## src/rtl/l2hs_pkg.sv

```systemverilog
package l2hs_pkg;
    localparam int BUF_W = 2;
    localparam int BX_W  = 8;
    localparam int REC_W = BUF_W + BX_W + 3;

    typedef enum logic [1:0] {
        OUT_NONE    = 2'b00,
        OUT_ACCEPT  = 2'b01,
        OUT_REJECT  = 2'b10,
        OUT_TIMEOUT = 2'b11
    } outcome_e;

    typedef enum logic [2:0] {
        ST_ARMED,
        ST_WAIT_DEC,
        ST_WAIT_L1A,
        ST_DELAY,
        ST_OFFER,
        ST_RELEASE
    } state_e;

    typedef struct packed {
        logic [BUF_W-1:0] buf_id;
        logic [BX_W-1:0]  bunch;
        outcome_e         code;
        logic             mismatch;
    } rec_t;
endpackage

```

## src/rtl/l2hs_cycle_cnt.sv

```systemverilog
module l2hs_cycle_cnt #(
    parameter int W = 10
) (
    input  logic         clk,
    input  logic         rst_n,
    input  logic         clr,
    input  logic         en,
    output logic [W-1:0] count
);
    always_ff @(posedge clk) begin
        if (!rst_n || clr)
            count <= '0;
        else if (en)
            count <= count + 1'b1;
    end
endmodule

```

## src/rtl/l2hs_rec_ram.sv

```systemverilog
module l2hs_rec_ram #(
    parameter int DEPTH = 16,
    parameter int W     = 13,
    localparam int AW   = $clog2(DEPTH)
) (
    input  logic          clk,
    input  logic          we,
    input  logic [AW-1:0] waddr,
    input  logic [W-1:0]  wdata,
    input  logic [AW-1:0] raddr,
    output logic [W-1:0]  rdata
);
    logic [W-1:0] mem [DEPTH];

    always_ff @(posedge clk) begin
        if (we)
            mem[waddr] <= wdata;
        rdata <= mem[raddr];
    end
endmodule

```

## src/rtl/l2_decision_ctrl.sv

```systemverilog
module l2_decision_ctrl
    import l2hs_pkg::*;
#(
    parameter int DLY_W = 8,
    parameter int TO_W  = 10,
    parameter int DEPTH = 16,
    localparam int AW    = $clog2(DEPTH),
    localparam int CNT_W = (DLY_W > TO_W) ? DLY_W : TO_W
) (
    input  logic             clk,
    input  logic             rst_n,
    input  logic             l1a_valid,
    input  logic [BUF_W-1:0] l1a_buf,
    input  logic [BX_W-1:0]  l1a_bunch,
    input  logic             dec_valid,
    input  logic [BUF_W-1:0] dec_buf,
    input  logic [BX_W-1:0]  dec_bunch,
    input  logic             dec_pass,
    input  logic [DLY_W-1:0] delay_cfg,
    input  logic [TO_W-1:0]  timeout_cfg,
    output logic             sup_req,
    output logic [1:0]       sup_code,
    input  logic             sup_ack,
    output logic             err_flag,
    input  logic [AW-1:0]    rec_raddr,
    output logic [REC_W-1:0] rec_rdata
);
    state_e state, state_n;

    logic [CNT_W-1:0] cnt;
    logic             cnt_clr, cnt_en;
    logic [CNT_W-1:0] dly_lim, to_lim;

    logic [BUF_W-1:0] hold_l1_buf, hold_dec_buf;
    logic [BX_W-1:0]  hold_l1_bx, hold_dec_bx;
    logic             hold_pass;
    logic             timed_out;
    logic             mismatch;
    outcome_e         outcome;

    logic             rec_we;
    logic [AW-1:0]    wptr;
    rec_t             rec_w;

    assign dly_lim = CNT_W'(delay_cfg);
    assign to_lim  = CNT_W'(timeout_cfg);

    // state register
    always_ff @(posedge clk) begin
        if (!rst_n)
            state <= ST_ARMED;
        else
            state <= state_n;
    end

    // next-state logic
    always_comb begin
        state_n = state;
        unique case (state)
            ST_ARMED: begin
                if (l1a_valid && dec_valid) state_n = ST_DELAY;
                else if (l1a_valid)         state_n = ST_WAIT_DEC;
                else if (dec_valid)         state_n = ST_WAIT_L1A;
            end
            ST_WAIT_DEC: begin
                if (dec_valid)          state_n = ST_DELAY;
                else if (cnt == to_lim) state_n = ST_OFFER;
            end
            ST_WAIT_L1A: begin
                if (l1a_valid) state_n = ST_DELAY;
            end
            ST_DELAY: begin
                if (cnt == dly_lim) state_n = ST_OFFER;
            end
            ST_OFFER: begin
                if (sup_ack) state_n = ST_RELEASE;
            end
            ST_RELEASE: begin
                if (!sup_ack) state_n = ST_ARMED;
            end
            default: state_n = ST_ARMED;
        endcase
    end

    // shared delay / timeout counter, restarted at every state change
    assign cnt_clr = (state_n != state);
    assign cnt_en  = (state == ST_WAIT_DEC) || (state == ST_DELAY);

    l2hs_cycle_cnt #(.W(CNT_W)) u_cnt (
        .clk   (clk),
        .rst_n (rst_n),
        .clr   (cnt_clr),
        .en    (cnt_en),
        .count (cnt)
    );

    // capture of the accept and the decision
    always_ff @(posedge clk) begin
        if (!rst_n) begin
            hold_l1_buf  <= '0;
            hold_l1_bx   <= '0;
            hold_dec_buf <= '0;
            hold_dec_bx  <= '0;
            hold_pass    <= 1'b0;
            timed_out    <= 1'b0;
        end else begin
            if (l1a_valid && (state == ST_ARMED || state == ST_WAIT_L1A)) begin
                hold_l1_buf <= l1a_buf;
                hold_l1_bx  <= l1a_bunch;
            end
            if (dec_valid && (state == ST_ARMED || state == ST_WAIT_DEC)) begin
                hold_dec_buf <= dec_buf;
                hold_dec_bx  <= dec_bunch;
                hold_pass    <= dec_pass;
            end
            if (state == ST_ARMED)
                timed_out <= 1'b0;
            else if (state == ST_WAIT_DEC && !dec_valid && cnt == to_lim)
                timed_out <= 1'b1;
        end
    end

    assign mismatch = !timed_out &&
                      ((hold_l1_buf != hold_dec_buf) || (hold_l1_bx != hold_dec_bx));

    always_comb begin
        if (timed_out)     outcome = OUT_TIMEOUT;
        else if (mismatch) outcome = OUT_REJECT;
        else if (hold_pass) outcome = OUT_ACCEPT;
        else               outcome = OUT_REJECT;
    end

    // output decode
    always_comb begin
        sup_req  = (state == ST_OFFER);
        sup_code = sup_req ? outcome : OUT_NONE;
        rec_we   = (state == ST_OFFER) && sup_ack;
    end

    // sticky error and record write pointer
    always_ff @(posedge clk) begin
        if (!rst_n) begin
            err_flag <= 1'b0;
            wptr     <= '0;
        end else if (rec_we) begin
            if (mismatch)
                err_flag <= 1'b1;
            if (wptr == AW'(DEPTH - 1))
                wptr <= '0;
            else
                wptr <= wptr + 1'b1;
        end
    end

    assign rec_w = '{buf_id: hold_l1_buf, bunch: hold_l1_bx, code: outcome, mismatch: mismatch};

    l2hs_rec_ram #(.DEPTH(DEPTH), .W(REC_W)) u_ram (
        .clk   (clk),
        .we    (rec_we),
        .waddr (wptr),
        .wdata (rec_w),
        .raddr (rec_raddr),
        .rdata (rec_rdata)
    );
endmodule

```

## config.mk

```make
export PLATFORM = sky130hd
export DESIGN_NAME = l2_decision_ctrl
export DESIGN_NICKNAME = d
export VERILOG_FILES = /design/src/rtl/l2hs_pkg.sv /design/src/rtl/l2hs_cycle_cnt.sv /design/src/rtl/l2hs_rec_ram.sv /design/src/rtl/l2_decision_ctrl.sv
export SDC_FILE = /design/constraint.sdc
export NUM_CORES = 1
export LEC_CHECK = 0
export ABC_AREA = 1
export BUFFER_PORTS_ARGS = -buffer_cell sky130_fd_sc_hd__buf_2
export CAP_MARGIN = 20
export CELL_PAD_IN_SITES_DETAIL_PLACEMENT = 0
export CELL_PAD_IN_SITES_GLOBAL_PLACEMENT = 1
export CORE_ASPECT_RATIO = 0.75
export CORE_MARGIN = 2
export CORE_UTILIZATION = 43
export DETAILED_ROUTE_END_ITERATION = 8
export GPL_ROUTABILITY_DRIVEN = 0
export GPL_TIMING_DRIVEN = 0
export PLACE_DENSITY = 0.75
export SYNTH_ARGS = -nofsm -noshare
export SYNTH_HDL_FRONTEND = slang
export SYNTH_HIERARCHICAL = 1
export SYNTH_SLANG_ARGS = --single-unit
```

## constraint.sdc

```tcl
create_clock -name clk -period 2.3 [get_ports clk]
set_input_delay 0.46 -clock clk [delete_from_list [all_inputs] [get_ports clk]]
set_output_delay 0.46 -clock clk [all_outputs]
set_load 0.1 [all_outputs]
```

==> results of run 1 <==
==> flip-flops by register name, indices dropped and copies added (netlist names), 2 cells and up <==
signal	flops
u_ram/mem	208
u_cnt/count	10
hold_dec_bx	8
hold_l1_bx	8
state	3
wptr	4
hold_dec_buf	2
hold_l1_buf	2
u_ram/rdata	13
==> cell usage in the layout (no fill, tap or decap), drive strengths merged <==
cell type    n
xor2         6
clkinvlp     3
nand2      353
o22ai        3
nor2        83
nor3b        3
clkinv       8
o21bai       1
nand3b       4
o211ai       1
a31oi        1
a21oi       18
ha           2
nand3      172
nand4        1
inv        215
and2         1
xnor2        5
o21ai       28
diode        1
clkbuf      45
buf        130
a211oi       1
nor3         7
bufinv       3
dfxtp       53
edfxtp     208
==> stage by stage <==
stage	cells	worst slack [ns]	TNS (ns)	total power, mW
2_1_floorplan	1213	-0.250	-36.34	5.96
5_1_grt	1699	-0.194	-2.22	11.0
6_report	1700	-0.0797	-0.151	10.6
3_3_place_gp	1618	-1.37	-27.21	6.29
4_1_cts	1685	-0.177	-0.598	10.7
3_5_place_dp	1620	-1.16	-11.88	6.30
==> worst max-delay path by stage <==
stage	startpoint	endpoint	slack, ns
after floorplan	state[2]	u_ram/mem[4][0]	-0.25
after global placement	hold_l1_bx[2]	sup_code[0]	-1.37
after detailed placement	hold_l1_bx[2]	sup_code[1]	-1.16
after CTS	hold_l1_bx[7]	sup_code[0]	-0.18
after global routing	hold_l1_bx[7]	sup_code[1]	-0.19
final	hold_l1_bx[7]	sup_code[0]	-0.08
==> power groups by stage <==
stage / Sequential, mW / Clock (mW) / Combinational (mW)
floorplan: 5.54 / 0 / 0.418
global placement: 5.43 / 0 / 0.851
detailed placement: 5.44 / 0 / 0.858
CTS: 5.23 / 4.44 / 1.01
global route: 5.24 / 4.62 / 1.12
finish: 5.23 / 4.36 / 1.03
==> Yosys cell counts, drive strengths merged <==
| cell type | number | area share [%] |
|---|---|---|
| and2 | 1 | 0.055 |
| nand3 | 172 | 7.5 |
| clkinv | 1 | 0.033 |
| o22ai | 3 | 0.16 |
| o21ai | 28 | 1.2 |
| nor2 | 83 | 2.9 |
| nor3b | 3 | 0.24 |
| a211oi | 1 | 0.066 |
| buf | 37 | 2.0 |
| xnor2 | 5 | 0.38 |
| a31oi | 1 | 0.055 |
| nor3 | 7 | 0.55 |
| o211ai | 1 | 0.066 |
| xor2 | 6 | 0.46 |
| nand4 | 1 | 0.055 |
| nand2 | 353 | 12 |
| nand3b | 4 | 0.26 |
| ha | 2 | 0.22 |
| inv | 216 | 7.1 |
| clkbuf | 8 | 0.26 |
| a21oi | 18 | 0.79 |
| o21bai | 1 | 0.066 |
| edfxtp | 208 | 55 |
| dfxtp | 53 | 9.3 |
==> cells by family after synthesis <==
kind of cell | Yosys count
AOI/OAI and AO/OA | 53
xor gates and xnor gates | 11
adders and majority gates | 2
buffers and inverters | 262
DFF | 261
and+or+nand+nor | 624
==> worst max-delay path, cell delays in order, from the launching register on <==
cell	delay [ns]
dfxtp_4	0.34
xor2_1	0.15
nor2_1	0.12
nand2_1	0.07
nor2_2	0.09
nand2_2	0.10
o21ai_4	0.17
and2_4	0.18
buf_12	0.16
==> cell type report <==
type,instances,area (µm²)
fillers,2383,12400
well taps,344,430
flip-flops and latches,261,7360
clock buffers,37,736
clock inverters,12,140
multi-input cells,690,3240
repair buffers,93,654
plain buffers,45,264
diodes,1,2.50
inverters,217,823
==> layer usage <==
metal  vias to the layer above  GRT usage, %  part of all wire (%)
li1                       4124             -                     -
met1                      3927          31.9                    44
met2                       278          32.5                    43
met5                         -             0                     0
met3                        53          5.66                    10
met4                         0          5.80                   2.6
==> repair_timing <==
item / CTS / global route
hold buffers: 0 / 0
setup endpoints to repair: 76 / 90
pin swaps: 5 / 14
setup buffers: 16 / 15
gates resized for setup: 33 / 18
==> flow_metrics.py, run 1 <==
metrics = {
    "routing": {
        "drc": 0,
        "drtIter0Drc": 723,
        "vias_per_cell": 4.93,
        "antenna_left": 0,
        "routedWlPerCell_um": 17.9,
        "vias": 8382,
        "wl_um": 30400,
        "dr.pass1.iters": 5,
    },
    "outcome": {
        "outcome": "finished, violations left",
        "violations": "setup timing",
    },
    "critical_path": {
        "critPathCaptureType": "output port",
        "worstPathArrival_ns": 1.92,
        "reg2reg_from": "state[2]",
        "required_ns": 1.84,
        "crit_path_start_kind": "flip-flop",
        "crit_fanout": 3,
        "r2r_slack_ns": 0.07,
        "path_class": "reg2out",
        "r2r_cells": 6,
        "r2r-end": "u_ram/mem[5][11]",
    },
    "cells_and_area": {
        "nNetsFinal": 1385,
        "design_area_mm2": 0.0137,
        "fin_util_pct": 52.4,
        "syn2layout_area_growth_pct": 19.3,
        "layout-drive-gt1-share_pct": 17.1,
    },
    "sta": {
        "max_freq_mhz": 420,
        "fin_skew_ns": 0.0109,
        "drv_slew": 0,
        "hold-worst-slack_ns": 0.148,
        "setup_ws_ns": -0.0797,
        "tightestPinTransition_ns": 0.670,
        "layout_min_cycle_time_ns": 2.38,
        "finalSetupViolations": 2,
        "slew-limit-headroom_pct": 55.3,
        "hold_viol": 0,
        "post-route-period-util_pct": 103,
        "grt_setup_unrepaired": "true",
    },
    "power": {
        "intPower_mw": 8.03,
        "switchingPower_mw": 2.58,
        "clock_power_share_pct": 41.0,
        "swShare_pct": 24.3,
        "p_per_area_mw_per_mm2": 778,
        "leakage_nw": 5.90,
        "p_seq_share_pct": 49.3,
        "pwr-share-comb_pct": 9.7,
        "ir_worst_vdd_v": 0.000613,
    },
    "floorplanning": {
        "dieArea_mm2": 0.0279,
        "core_mm2": 0.0260,
        "io_pins": 65,
        "num_rows": 51,
        "die_w_um": 192,
        "initial_core_util_pct": 44.0,
        "die_h_um": 145,
    },
    "worst_hold_path": {
        "whs_path_depth": 3,
        "hold_path_end": "hold_dec_bx[4]",
        "min-delay-start": "dec_bunch[4]",
        "hold_class": "in2reg",
    },
    "run": {
        "cap_violations": 0,
    },
    "synthesis": {
        "yosys.area_share.simple_pct": 23.2,
        "seq_area_frac_synth_pct": 63.8,
        "synth_xor_area_share_pct": 0.842,
        "synth_fa_ha_area_share_pct": 0.219,
        "synth_top_family_by_area": "simple AND/OR/NAND/NOR gates",
        "synth_cells": 1213,
        "synthMuxAreaShare_pct": 0,
        "synth_cell_types": 35,
        "synth_fp_nets": 1263,
        "ys_warn_count": 6,
        "ys_seq_elements": 261,
        "synth_compound_area_share_pct": 2.43,
        "synth_area_mm2": 0.0114,
        "avgSynthCellArea_um2": 9.44,
    },
    "place": {
        "dp_hpwl_um": 20300,
        "postPlaceCellArea_mm2": 0.0123,
        "port_buffers": 61,
    },
    "cts": {
        "cts_tree": "yes",
        "clkTransAtPathRegs_ns": 0.07,
        "h-tree-depth": 1,
        "insertion_delay_ns": 0.53,
        "clockRootBuffer": "clkbuf_16",
        "clkSinkCount": 261,
        "numCtsBuffers": 27,
        "clockBufferDepth": 3,
    },
    "global_routing": {
        "grt_pass1_wl_um": 45500,
        "grt_max_degree": 18,
        "grt_use_total_pct": 21.9,
        "grt.overflow.total": 0,
        "grt_pass1_vias": 7843,
        "antenna_found_initial": 1,
    },
}
Note: power is estimated with default switching activity, not from simulation.
==> run 2: changes to the inputs <==
Settings changed: ABC_AREA 1 to not set, CORE_UTILIZATION 43 to 47.
==> run 2 against run 1 <==
Effect of this change:
- the run still ends with setup timing left
- maximum frequency down 6.5%
- combinational power fell by 30%
- hold slack better by 0.026 ns
- clock power shrank 8.7%
- clock skew grew 0.0095 ns
- worst setup slack lost 0.16 ns
==> flow_metrics.py, run 2 <==
metrics = {
    "outcome": {
        "outcome": "finished, violations left",
        "violations": "setup timing",
    },
    "global_routing": {
        "grt_max_degree": 19,
        "grt_use_total_pct": 18.7,
        "grt_pass1_vias": 5764,
        "antenna_found_initial": 0,
        "grt.overflow.total": 0,
        "grt_pass1_wl_um": 32800,
    },
    "synthesis": {
        "yosysMostFrequentCell": "edfxtp_1",
        "seq_area_frac_synth_pct": 71.4,
        "ys_seq_elements": 261,
        "avgSynthCellArea_um2": 17.5,
        "yosysTopAreaCell": "edfxtp_1",
        "ys.flop_type": "edfxtp_1",
        "synth-async-reset-ratio_pct": 0,
        "synth_fp_nets": 635,
        "synth_area_mm2": 0.0102,
        "synth_edf_count": 208,
        "synth_top_area_share_pct": 61.1,
        "synth_cells": 585,
        "ys_warn_count": 6,
        "synth_area_leaders": "edfxtp_1 61%, dfxtp_1 10%, mux4_1 6.2%",
        "synth_cell_types": 43,
        "synth_common_cells": "208 x edfxtp_1, 53 x dfxtp_1, 47 x nand2_1",
    },
    "cts": {
        "clkTransAtPathRegs_ns": 0.06,
        "cts_hold_repair.buffers": 0,
        "clockBufferDepth": 3,
        "insertion_delay_ns": 0.53,
        "cts_tree": "yes",
        "h-tree-depth": 1,
        "clockRootBuffer": "clkbuf_16",
        "numCtsBuffers": 26,
        "clkSinkCount": 261,
    },
    "cells_and_area": {
        "design_area_mm2": 0.0122,
        "final_common_cell": "edfxtp_1",
        "layout-drive-gt1-share_pct": 28.5,
        "reg.largest.list": "u_ram/mem x208, u_ram/rdata x13, u_cnt/count x10",
        "final_cell_mix": "208 x edfxtp_1, 64 x buf_2, 47 x nand2_1, 42 x dfxtp_1, 33 x nor2_1",
        "fin_util_pct": 57.4,
        "regMostFlops": "u_ram/mem",
        "nNetsFinal": 759,
        "largest_reg_flops": 208,
        "syn2layout_area_growth_pct": 19.3,
        "antenna_cells": 0,
    },
    "critical_path": {
        "crit_path_start": "hold_l1_bx[6]",
        "r2r_cells": 6,
        "critPathCaptureType": "output port",
        "slowest_delay_ns": 0.36,
        "reg2reg_from": "state[2]",
        "critPathSlowestCell": "dfxtp_4",
        "crit_path_start_kind": "flip-flop",
        "required_ns": 1.84,
        "crit_fanout": 3,
        "path_class": "reg2out",
        "r2r_slack_ns": 0.09,
        "cp_cell_sequence": "xor2_2 -> nor4_2 -> nand4_1 -> or2_4 -> and2_4 -> buf_12",
        "r2r-end": "u_ram/mem[1][1]",
        "worstPathArrival_ns": 2.08,
    },
    "sta": {
        "setup_tns_ns": -0.471,
        "drv_slew": 0,
        "layout_min_cycle_time_ns": 2.54,
        "slew-limit-headroom_pct": 35.3,
        "finalSetupViolations": 2,
        "tightestPinTransition_ns": 0.967,
        "max_freq_mhz": 393,
        "hold-worst-slack_ns": 0.173,
        "grt_setup_unrepaired": "true",
        "hold_viol": 0,
        "setup_ws_ns": -0.245,
        "fin_skew_ns": 0.0203,
        "post-route-period-util_pct": 111,
    },
    "worst_hold_path": {
        "hold_path_end": "hold_l1_bx[1]",
        "hold_class": "in2reg",
        "whs_path_depth": 3,
        "min-delay-start": "l1a_bunch[1]",
    },
    "routing": {
        "dr.pass1.iters": 4,
        "vias": 5617,
        "drtIter0Drc": 478,
        "antenna_left": 0,
        "vias_per_cell": 5.52,
        "drc": 0,
        "routedWlPerCell_um": 21.1,
        "wl_um": 21400,
    },
    "power": {
        "power_mw": 9.91,
        "p_per_area_mw_per_mm2": 812,
        "ir_worst_vdd_v": 0.000458,
        "leakage_nw": 4.16,
    },
    "run": {
        "cap_violations": 0,
    },
    "floorplanning": {
        "num_rows": 46,
        "die_h_um": 132,
        "core_mm2": 0.0212,
        "io_pins": 65,
        "die_w_um": 174,
        "initial_core_util_pct": 48.2,
        "dieArea_mm2": 0.0230,
    },
    "place": {
        "dp_hpwl_um": 14100,
        "postPlaceCellArea_mm2": 0.0111,
        "port_buffers": 62,
    },
}
-- run 2: per-stage QoR --
step / cells / setup slack, ns
2_1_floorplan: 585 / -0.117
3_3_place_gp: 935 / -0.999
3_5_place_dp: 950 / -1.07
4_1_cts: 1009 / -0.274
5_1_grt: 1017 / -0.333
6_report: 1017 / -0.245
-- run 2: power by group --
group          internal [mW]  leakage [nW]  switching, mW
logic                  0.244          1.51          0.476
registers               5.16          2.27         0.0516
clock network           2.26         0.390           1.72
-- run 2: final cells by class --
type | count | area [µm²]
multi-input combinational | 295 | 2870
buffer | 25 | 144
tap | 288 | 360
timing repair buffer | 97 | 662
fill | 1609 | 9040
clock inverter | 17 | 123
clock buffer | 31 | 689
inverter | 3 | 11.3
sequential | 261 | 7350
-- run 2: cells by family (layout without fill, tap and decap cells) --
family	after synthesis	after routing	share of synthesized area [%]
and+or+nand+nor	131	131	6.25
xor gates and xnor gates	33	33	2.83
DFF	261	261	71.4
adders and majority gates	2	2	0.245
buffers and inverters	29	173	1.55
AOI/OAI and AO/OA	63	63	3.98
muxes	66	66	13.7
-- run 2: worst max path at each step --
| stage | endpoint | cells after the start |
|---|---|---|
| floorplan | sup_code[0] | 5 |
| global placement | u_ram/mem[8][0] | 5 |
| detailed placement | sup_code[0] | 6 |
| CTS | sup_code[1] | 6 |
| global route | sup_code[1] | 6 |
| finish | sup_code[1] | 6 |
-- run 2: timing repair --
item | 4_1_cts | 5_1_grt
resized for setup | 41 | 4
buffers inserted | 11 | 9
pin swaps | 7 | 7
endpoints found under the setup margin | 98 | 51
-- run 2: worst max-delay path: cells and delay by family (launching register included) --
kind                   cells  cell delay (ns)
flip-flops                 1             0.36
buffers and inverters      1             0.16
AND/OR/NAND/NOR            4             0.90
XOR/XNOR                   1             0.15
-- run 2: per-layer routing --
metal	track usage [%]	vias up	routed length [µm]	share of wire, %
met5	0	-	0	0
met4	4.53	0	369	1.7
met3	3.78	30	1380	6.4
met2	29.0	185	9890	46
met1	27.6	2843	9810	46
li1	-	2559	-	-
==> run 3: changes to the inputs <==
Settings changed: REMOVE_ABC_BUFFERS set to 1, SKIP_LAST_GASP set to 1.
==> run 3 against run 2 <==
Effect of this change:
- the flow still finishes with violations (setup timing)
- clock-buffer cell count up 8
- die area unchanged
- via count down 1.7%
- maximum frequency about the same
- non-clock buffer count shrank 22
- highest routed layer unchanged
==> flow_metrics.py, run 3 (same netlist as run 2, synthesis figures left out) <==
metrics = {
    "cts": {
        "insertion_delay_ns": 0.51,
        "clockBufferDepth": 3,
        "h-tree-depth": 1,
        "clkSinkCount": 261,
        "numCtsBuffers": 25,
        "cts_tree": "yes",
        "clockRootBuffer": "clkbuf_16",
        "cts_hold_repair.buffers": 0,
        "clkTransAtPathRegs_ns": 0.06,
    },
    "global_routing": {
        "grt_pass1_vias": 5586,
        "grt.overflow.total": 0,
        "grt_use_total_pct": 18.0,
        "grt_pass1_wl_um": 31700,
        "grt_max_degree": 41,
        "antenna_found_initial": 0,
    },
    "cells_and_area": {
        "reg.largest.list": "u_ram/mem x208, u_ram/rdata x13, u_cnt/count x10",
        "regMostFlops": "u_ram/mem",
        "final_cell_mix": "208 x edfxtp_1, 61 x buf_2, 47 x nand2_1, 42 x dfxtp_1",
        "design_area_mm2": 0.0121,
        "final_common_cell": "edfxtp_1",
        "syn2layout_area_growth_pct": 18.4,
        "antenna_cells": 0,
        "nNetsFinal": 736,
        "largest_reg_flops": 208,
        "instances_no_fill": 992,
        "layout-drive-gt1-share_pct": 28.6,
    },
    "critical_path": {
        "cp_cell_sequence": "xor2_1 -> nor4_2 -> buf_4 -> nand4_1 -> or2_4 -> and2_4 -> buf_12",
        "path_delay_family": "simple AND/OR/NAND/NOR gates",
        "slowest_delay_ns": 0.35,
        "path_class": "reg2out",
        "required_ns": 1.84,
        "crit_fanout": 3,
        "critPathSlowestCell": "dfxtp_4",
        "crit_path_start_kind": "flip-flop",
        "critPathCaptureType": "output port",
        "worstPathArrival_ns": 2.08,
        "crit_buf_inv": 2,
    },
    "routing": {
        "drtIter0Drc": 315,
        "routedWlPerCell_um": 20.7,
        "vias": 5521,
        "wl_um": 20500,
        "drc": 0,
        "vias_per_cell": 5.57,
        "antenna_left": 0,
        "dr.pass1.iters": 4,
    },
    "sta": {
        "max_freq_mhz": 393,
        "grt_setup_unrepaired": "true",
        "setup_ws_ns": -0.243,
        "fin_skew_ns": 0.00971,
        "finalSetupViolations": 2,
        "hold-worst-slack_ns": 0.183,
        "post-route-period-util_pct": 111,
        "hold_viol": 0,
        "slew-limit-headroom_pct": 25.2,
        "drv_slew": 0,
        "layout_min_cycle_time_ns": 2.54,
        "tightestPinTransition_ns": 1.12,
        "setup_tns_ns": -0.446,
    },
    "run": {
        "cap_violations": 0,
    },
    "place": {
        "postPlaceCellArea_mm2": 0.0110,
        "dpl.cell_count": 929,
        "dp_hpwl_um": 13200,
        "port_buffers": 64,
    },
    "floorplanning": {
        "initial_core_util_pct": 48.2,
        "die_h_um": 132,
        "num_rows": 46,
        "io_pins": 65,
        "dieArea_mm2": 0.0230,
        "die_w_um": 174,
        "core_mm2": 0.0212,
    },
    "power": {
        "power_mw": 9.91,
        "p_per_area_mw_per_mm2": 818,
        "ir_worst_vdd_v": 0.000594,
        "leakage_nw": 4.10,
    },
    "outcome": {
        "outcome": "finished, violations left",
        "violations": "setup timing",
    },
    "worst_hold_path": {
        "hold_class": "in2reg",
    },
}
run 3: path summary, 6_finish.rpt:
check / startpoint / to / slack (ns) / cells after the start
worst max-delay path: hold_l1_bx[2] / sup_code[1] / -0.24 / 7
worst min-delay path: dec_bunch[5] / hold_dec_bx[5] / 0.18 / 3
worst max register to register: state[1] / u_ram/mem[14][9] / 0.03 / 5
worst min register to register: err_flag / err_flag / 0.45 / 2
run 3: metrics by stage:
| step | worst slack (ns) | util (%) |
|---|---|---|
| 2_1_floorplan | -0.960 | - |
| 3_3_place_gp | -1.16 | 50.7 |
| 3_5_place_dp | -0.973 | 51.8 |
| 4_1_cts | -0.294 | 56.4 |
| 5_1_grt | -0.335 | 57.0 |
| 6_report | -0.243 | 57.0 |
run 3: layer usage:
metal	track usage, %	part of all wire (%)
met1	26.8	47
met2	27.9	45
met3	3.37	6.4
met4	4.15	1.5
met5	0	0
run 3: area by class of cell:
type	instances	area, µm²
fillers	1589	9130
flip-flops and latches	261	7340
multi-input cells	295	2900
clock buffers	39	718
repair buffers	100	697
well taps	288	360
clock inverters	6	82.6
inverters	3	11.3
run 3: worst register-to-register path: stages (launching register included):
cell and delay (ns):
dfxtp_1 0.37, nand3b_4 0.20, nor2_4 0.26, nand3_1 0.37, nor2_2 0.56, buf_6 0.22
run 3: where the power goes:
part	switching, mW	internal (mW)
Combinational	0.457	0.238
Sequential	0.0508	5.16
Clock	1.64	2.36
run 3: repair_timing:
action                     CTS  global route
buffers inserted             9             8
gates cloned                 0             0
resized for setup           41            13
setup endpoints to repair  172            95
pin swaps                    4             4
